===== src/rtl/pacc_pkg.sv =====
package pacc_pkg;
  localparam logic [1:0] ADDR_CTRL = 2'd0;
  localparam logic [1:0] ADDR_FLAG = 2'd1;
  localparam logic [1:0] ADDR_CNTH = 2'd2;
  localparam logic [1:0] ADDR_CNTL = 2'd3;

  typedef struct packed {
    logic       en;
    logic       mode;
    logic       pol;
    logic [1:0] clksel;
    logic       ovf_ie;
    logic       edge_ie;
  } ctrl_t;
endpackage


===== src/rtl/pacc_sync.sv =====
module pacc_sync #(
  parameter int STAGES = 2
) (
  input  logic clk,
  input  logic rst_n,
  input  logic din,
  output logic lvl,
  output logic rise,
  output logic fall
);
  logic [STAGES-1:0] chain_q, chain_d;
  logic              prev_q;

  always_comb begin
    chain_d = {chain_q[STAGES-2:0], din};
  end

  always_ff @(posedge clk or negedge rst_n) begin
    if (!rst_n) begin
      chain_q <= '0;
      prev_q  <= 1'b0;
    end else begin
      chain_q <= chain_d;
      prev_q  <= chain_q[STAGES-1];
    end
  end

  assign lvl  = chain_q[STAGES-1];
  assign rise = lvl & ~prev_q;
  assign fall = ~lvl & prev_q;
endmodule


===== src/rtl/pacc_evsel.sv =====
module pacc_evsel
  import pacc_pkg::*;
(
  input  ctrl_t      ctrl,
  input  logic       lvl,
  input  logic       rise,
  input  logic       fall,
  input  logic       tick64,
  input  logic       timer_en,
  input  logic [1:0] sub_en,
  output logic       inc_wide,
  output logic [1:0] inc_sub,
  output logic       set_edge
);
  logic act_edge;
  logic gate_open;

  always_comb begin
    act_edge  = ctrl.pol ? rise : fall;
    gate_open = (lvl != ctrl.pol);
    inc_wide  = 1'b0;
    inc_sub   = 2'b00;
    set_edge  = 1'b0;
    if (ctrl.en) begin
      set_edge = act_edge;
      if (ctrl.mode) inc_wide = tick64 & timer_en & gate_open;
      else           inc_wide = act_edge;
    end else begin
      inc_sub = sub_en & {2{rise}};
    end
  end
endmodule


===== src/rtl/pacc_count.sv =====
module pacc_count #(
  parameter int SUB_W = 8
) (
  input  logic               clk,
  input  logic               rst_n,
  input  logic               cascade,
  input  logic               inc_wide,
  input  logic [1:0]         inc_sub,
  input  logic               ld_hi,
  input  logic               ld_lo,
  input  logic [SUB_W-1:0]   ld_val,
  output logic [2*SUB_W-1:0] cnt,
  output logic               wrap
);
  localparam int CW = 2 * SUB_W;

  logic [SUB_W-1:0] hi_q, lo_q, hi_d, lo_d;
  logic [CW-1:0]    sum;
  logic             upd;

  always_comb begin
    hi_d = hi_q;
    lo_d = lo_q;
    wrap = 1'b0;
    sum  = {hi_q, lo_q} + CW'(1);
    if (ld_hi || ld_lo) begin
      if (ld_hi) hi_d = ld_val;
      if (ld_lo) lo_d = ld_val;
    end else if (cascade) begin
      if (inc_wide) begin
        {hi_d, lo_d} = sum;
        wrap         = &{hi_q, lo_q};
      end
    end else begin
      if (inc_sub[0]) lo_d = lo_q + SUB_W'(1);
      if (inc_sub[1]) hi_d = hi_q + SUB_W'(1);
    end
    upd = ld_hi | ld_lo | (cascade & inc_wide) | (~cascade & |inc_sub);
  end

  always_ff @(posedge clk or negedge rst_n) begin
    if (!rst_n) begin
      hi_q <= '0;
      lo_q <= '0;
    end else if (upd) begin
      hi_q <= hi_d;
      lo_q <= lo_d;
    end
  end

  assign cnt = {hi_q, lo_q};
endmodule


===== src/rtl/pulse_acc.sv =====
module pulse_acc
  import pacc_pkg::*;
#(
  parameter int SUB_W       = 8,
  parameter int SYNC_STAGES = 2
) (
  input  logic               clk,
  input  logic               rst_n,
  input  logic               timer_en,
  input  logic               tick64,
  input  logic               pin,
  input  logic [1:0]         sub_en,
  input  logic               wr_en,
  input  logic [1:0]         wr_addr,
  input  logic [SUB_W-1:0]   wr_data,
  output logic [7:0]         ctrl_q,
  output logic [2*SUB_W-1:0] cnt_q,
  output logic               edge_flag,
  output logic               ovf_flag,
  output logic               irq_ovf,
  output logic               irq_edge
);
  ctrl_t ctrl_r, ctrl_d;
  logic  edge_d, ovf_d, edge_r, ovf_r;
  logic  lvl, rise, fall;
  logic  inc_wide, set_edge, wrap;
  logic [1:0] inc_sub;
  logic  wr_ctrl, wr_flag, ld_hi, ld_lo;

  assign wr_ctrl = wr_en && (wr_addr == ADDR_CTRL);
  assign wr_flag = wr_en && (wr_addr == ADDR_FLAG);
  assign ld_hi   = wr_en && (wr_addr == ADDR_CNTH);
  assign ld_lo   = wr_en && (wr_addr == ADDR_CNTL);

  pacc_sync #(.STAGES(SYNC_STAGES)) u_sync (
    .clk(clk), .rst_n(rst_n), .din(pin),
    .lvl(lvl), .rise(rise), .fall(fall)
  );

  pacc_evsel u_evsel (
    .ctrl(ctrl_r), .lvl(lvl), .rise(rise), .fall(fall),
    .tick64(tick64), .timer_en(timer_en), .sub_en(sub_en),
    .inc_wide(inc_wide), .inc_sub(inc_sub), .set_edge(set_edge)
  );

  pacc_count #(.SUB_W(SUB_W)) u_count (
    .clk(clk), .rst_n(rst_n), .cascade(ctrl_r.en),
    .inc_wide(inc_wide), .inc_sub(inc_sub),
    .ld_hi(ld_hi), .ld_lo(ld_lo), .ld_val(wr_data),
    .cnt(cnt_q), .wrap(wrap)
  );

  // Next state: control load, flag set-over-clear
  always_comb begin
    ctrl_d = wr_ctrl ? ctrl_t'(wr_data[6:0]) : ctrl_r;
    edge_d = (edge_r & ~(wr_flag & wr_data[0])) | set_edge;
    ovf_d  = (ovf_r  & ~(wr_flag & wr_data[1])) | wrap;
  end

  always_ff @(posedge clk or negedge rst_n) begin
    if (!rst_n) begin
      ctrl_r <= '0;
      edge_r <= 1'b0;
      ovf_r  <= 1'b0;
    end else begin
      if (wr_ctrl) ctrl_r <= ctrl_d;
      edge_r <= edge_d;
      ovf_r  <= ovf_d;
    end
  end

  assign ctrl_q    = {1'b0, ctrl_r};
  assign edge_flag = edge_r;
  assign ovf_flag  = ovf_r;
  assign irq_ovf   = ovf_r  & ctrl_r.ovf_ie;
  assign irq_edge  = edge_r & ctrl_r.edge_ie;
endmodule


===== config.mk =====
export PLATFORM = sky130hd
export DESIGN_NAME = pulse_acc
export DESIGN_NICKNAME = d
export VERILOG_FILES = /design/src/rtl/pacc_pkg.sv /design/src/rtl/pacc_sync.sv /design/src/rtl/pacc_evsel.sv /design/src/rtl/pacc_count.sv /design/src/rtl/pulse_acc.sv
export SDC_FILE = /design/constraint.sdc
export NUM_CORES = 1
export LEC_CHECK = 0
export ABC_AREA = 1
export BUFFER_PORTS_ARGS = -buffer_cell sky130_fd_sc_hd__buf_2
export CORE_ASPECT_RATIO = 1.5
export CORE_MARGIN = 5
export CORE_UTILIZATION = 37
export CTS_CLUSTER_SIZE = 28
export DETAILED_ROUTE_END_ITERATION = 8
export MAX_ROUTING_LAYER = met4
export SYNTH_ARGS = -nofsm -noshare
export SYNTH_HDL_FRONTEND = slang
export SYNTH_SLANG_ARGS = --single-unit

===== constraint.sdc =====
create_clock -name clk -period 1.6 [get_ports clk]
set_input_delay 0.16 -clock clk [delete_from_list [all_inputs] [get_ports clk]]
set_output_delay 0.16 -clock clk [all_outputs]
set_load 0.02 [all_outputs]

==> key figures <==
Clocking
  • CTS Buf Count: 3
  • Root Driver: clkbuf_8
  • CTS tree: yes
  • H-tree depth: 1
  • CTS clk-pin slew, worst paths: approximately 0.10 ns
  • Clock latency on the worst-skew pair: about 0.28 ns
  • CTS Sinks: 28
  • CTS Buffer Depth: 2

Cells and area
  • Most frequent cells in the layout: nand2_1, buf_2, inv_1, nand3_1, dfrtp_1
  • Flip-flop and latch area: around 700 µm²
  • Layout cell share with drive strength beyond 1: 0.295
  • Area grow syn2layout: 23.0%
  • ANT cells: 0
  • Final Core Density: 0.467
  • Fillers: approximately 540
  • Area of the multi-input gates: just under 1000 µm²
  • Commonest non-fill, non-tap cell in the layout: nand2_1
  • NumNets Final: between 300 and 400

Timing
  • Setup-failing EPs final: 0
  • Worst slew pin tran: 0.660 ns
  • Fmax: between 0.6 and 0.7 GHz
  • Slew Viols, Final: 0
  • Final Hold Viols: 0
  • Fin crit period: around 1.4 ns
  • Period utilization: 0.901
  • Clock skew: 0.00432 ns
  • Setup WS post-layout: between 0.15 and 0.2 ns
  • Relative slew slack: 0.560

Global route
  • Via count of the first global-routing pass: 1809
  • First-pass GRT wire length: 8200 µm
  • Largest net degree at the start of global routing: 29
  • GRT overflow: 0
  • Initial antenna violation count: 0
  • Tot GR Track Use: 0.171

Pwr
  • P_leak: 1.22 nW
  • PD cells: about 1500 nW/µm²
  • Maximum VDD drop: about 0.00076 V

Logic synthesis
  • Netlist Area Pre-Place: ~1800 µm²
  • Main synth FF type: dfrtp_1
  • Library cells used by synthesis: 32
  • Async SR Flop Fraction: 1.00
  • Synthesized instance count: 255
  • EDFF count, synth: 0
  • Synth Area per Inst: 7.16 µm²
  • Seq/Total Area, Yosys: 0.384
  • #FFs+latches synth: 28
  • Synth Net Count: approximately 280
  • Ys Warns: 0

Run
  • Max Cap Viol: 0

Worst setup path
  • Critical path capture point type: flop
  • Critical path required time: around 1.8 ns
  • Critical path start-end classification: reg -> reg
  • Crit path cell chain: ha_2, nand2_2, nor2_4, nand2_2, nand2_4, nand4_1, nand3_1, nand2_1, nand2_1, nand2_1
  • Top cell by count, worst path: nand2_1
  • CP max FO: 7
  • Crit start category: flop
  • Max incr delay on CP: 0.41 ns
  • Worst EP arrival: approximately 1.6 ns
  • Critical Path Slowest Stage Cell: dfrtp_1

Floorplan
  • Cell row count: 31
  • Die Area: roughly 6500 µm²
  • Chip width: a little under 70 µm
  • Starting Density: 0.380
  • Area of the core: a little under 5000 µm²
  • I/O pins: 46
  • Die height: between 90 and 100 µm

Routing
  • Vias per cell: between 4 and 5
  • Residual DRC count: 0
  • Drt total wl: approximately 4900 µm
  • DRT iter0 DRCs: between 70 and 80
  • Drt wl/cell: roughly 13 µm
  • Final ANT Viol Nets: 0
  • First drt pass iteration count: 4
  • Vias after detailed routing: around 1800

Status
  • Status: completed

Place
  • DP Wirelength: ~3900 µm
  • Gpl congestion: 0.908
  • Worst slack, placed: between 0.04 and 0.05 ns
  • Port Buffer Count: between 40 and 50

Worst hold path
  • Worst hold path type: in -> reg
power by group:
group	switching [W]	internal, W	total, W
Combinational	0.00108	0.000635	0.00171
Sequential	0.000256	0.000935	0.00119
Clock	0.000237	0.000221	0.000458
Total	0.00157	0.00179	0.00336
worst paths after layout:
| check | slack (ns) | to | from | cells past startpoint |
|---|---|---|---|---|
| max | 0.16 | u_count.hi_q[6] | u_count.lo_q[0] | 10 |
| min | 0.13 | ctrl_q[3] | wr_data[3] | 2 |
| max reg2reg | 0.16 | u_count.hi_q[6] | u_count.lo_q[0] | 10 |
| min reg2reg | 0.37 | u_sync.chain_q[1] | u_sync.chain_q[0] | 0 |
| max in group asynchronous | 0.68 | ctrl_q[6] | rst_n | 2 |
| min in group asynchronous | 0.45 | ctrl_q[5] | rst_n | 2 |
stage by stage:
| stage | instance area [µm²] | power [W] | hold WS (ns) | std cells | TNS, ns |
|---|---|---|---|---|---|
| CTS | 2200 | 0.00334 | 0.119 | 371 | 0 |
| detailed placement | 2130 | 0.00287 | 0.232 | 365 | 0 |
| floorplan | 1830 | 0.00230 | -0.136 | 255 | 0 |
| global route | 2250 | 0.00365 | 0.123 | 374 | -0.00511 |
| global placement | 2130 | 0.00286 | 0.229 | 365 | 0 |
| finish | 2250 | 0.00336 | 0.126 | 374 | 0 |
cells by family after synthesis:
logic type / Yosys count / synth area share
buf+inv: 39 / 0.0973
mux: 2 / 0.0123
flops: 28 / 0.384
fa+ha+maj: 2 / 0.0137
compound gates: 32 / 0.112
simple gates: 151 / 0.379
other cells: 1 / 0.00205
flip-flops by register name (all words and copies together) (netlist names):
name / count
u_sync.prev_q: 1
u_count.lo_q: 8
u_count.hi_q: 8
u_sync.chain_q: 2
edge_flag: 1
ctrl_q: 7
ovf_flag: 1
final cells by class:
class                      instances  share of cell area
clock buffer                       4              0.0245
inverter                          32              0.0557
multi-input combinational        188               0.430
sequential                        28               0.313
tap                               66              0.0368
timing repair buffer              56               0.140
cells in the mapped netlist (all sizes together), types with 2 or more instances:
cell,instances,share of area
buf,6,0.027
ha,2,0.014
nand2,86,0.20
dfrtp,28,0.38
mux2,2,0.012
nand3,32,0.099
a21boi,2,0.016
o21ai,19,0.060
nor2,25,0.057
nand4,5,0.017
inv,31,0.065
a21oi,9,0.027
critical path: cells and delay by family (launching register included):
kind	cells	cell delay [ns]
adders and majority gates	1	0.20
DFF	1	0.41
and+or+nand+nor	9	0.75
layer usage:
metal / part of all wire / vias to the layer above / GRT usage
met5: 0 / - / -
met2: 0.54 / 33 / 0.309
met1: 0.42 / 862 / 0.191
met4: 0.018 / 0 / 0.0626
met3: 0.025 / 7 / 0.0140
li1: - / 922 / -
repair_timing:
action                     4_1_cts  5_1_grt
gates resized for setup          0        8
hold buffers                     2        0
buffers inserted                 0        3
setup endpoints to repair        0        5
hold endpoints to repair        29        0
Power figures use the tool's default switching activity.
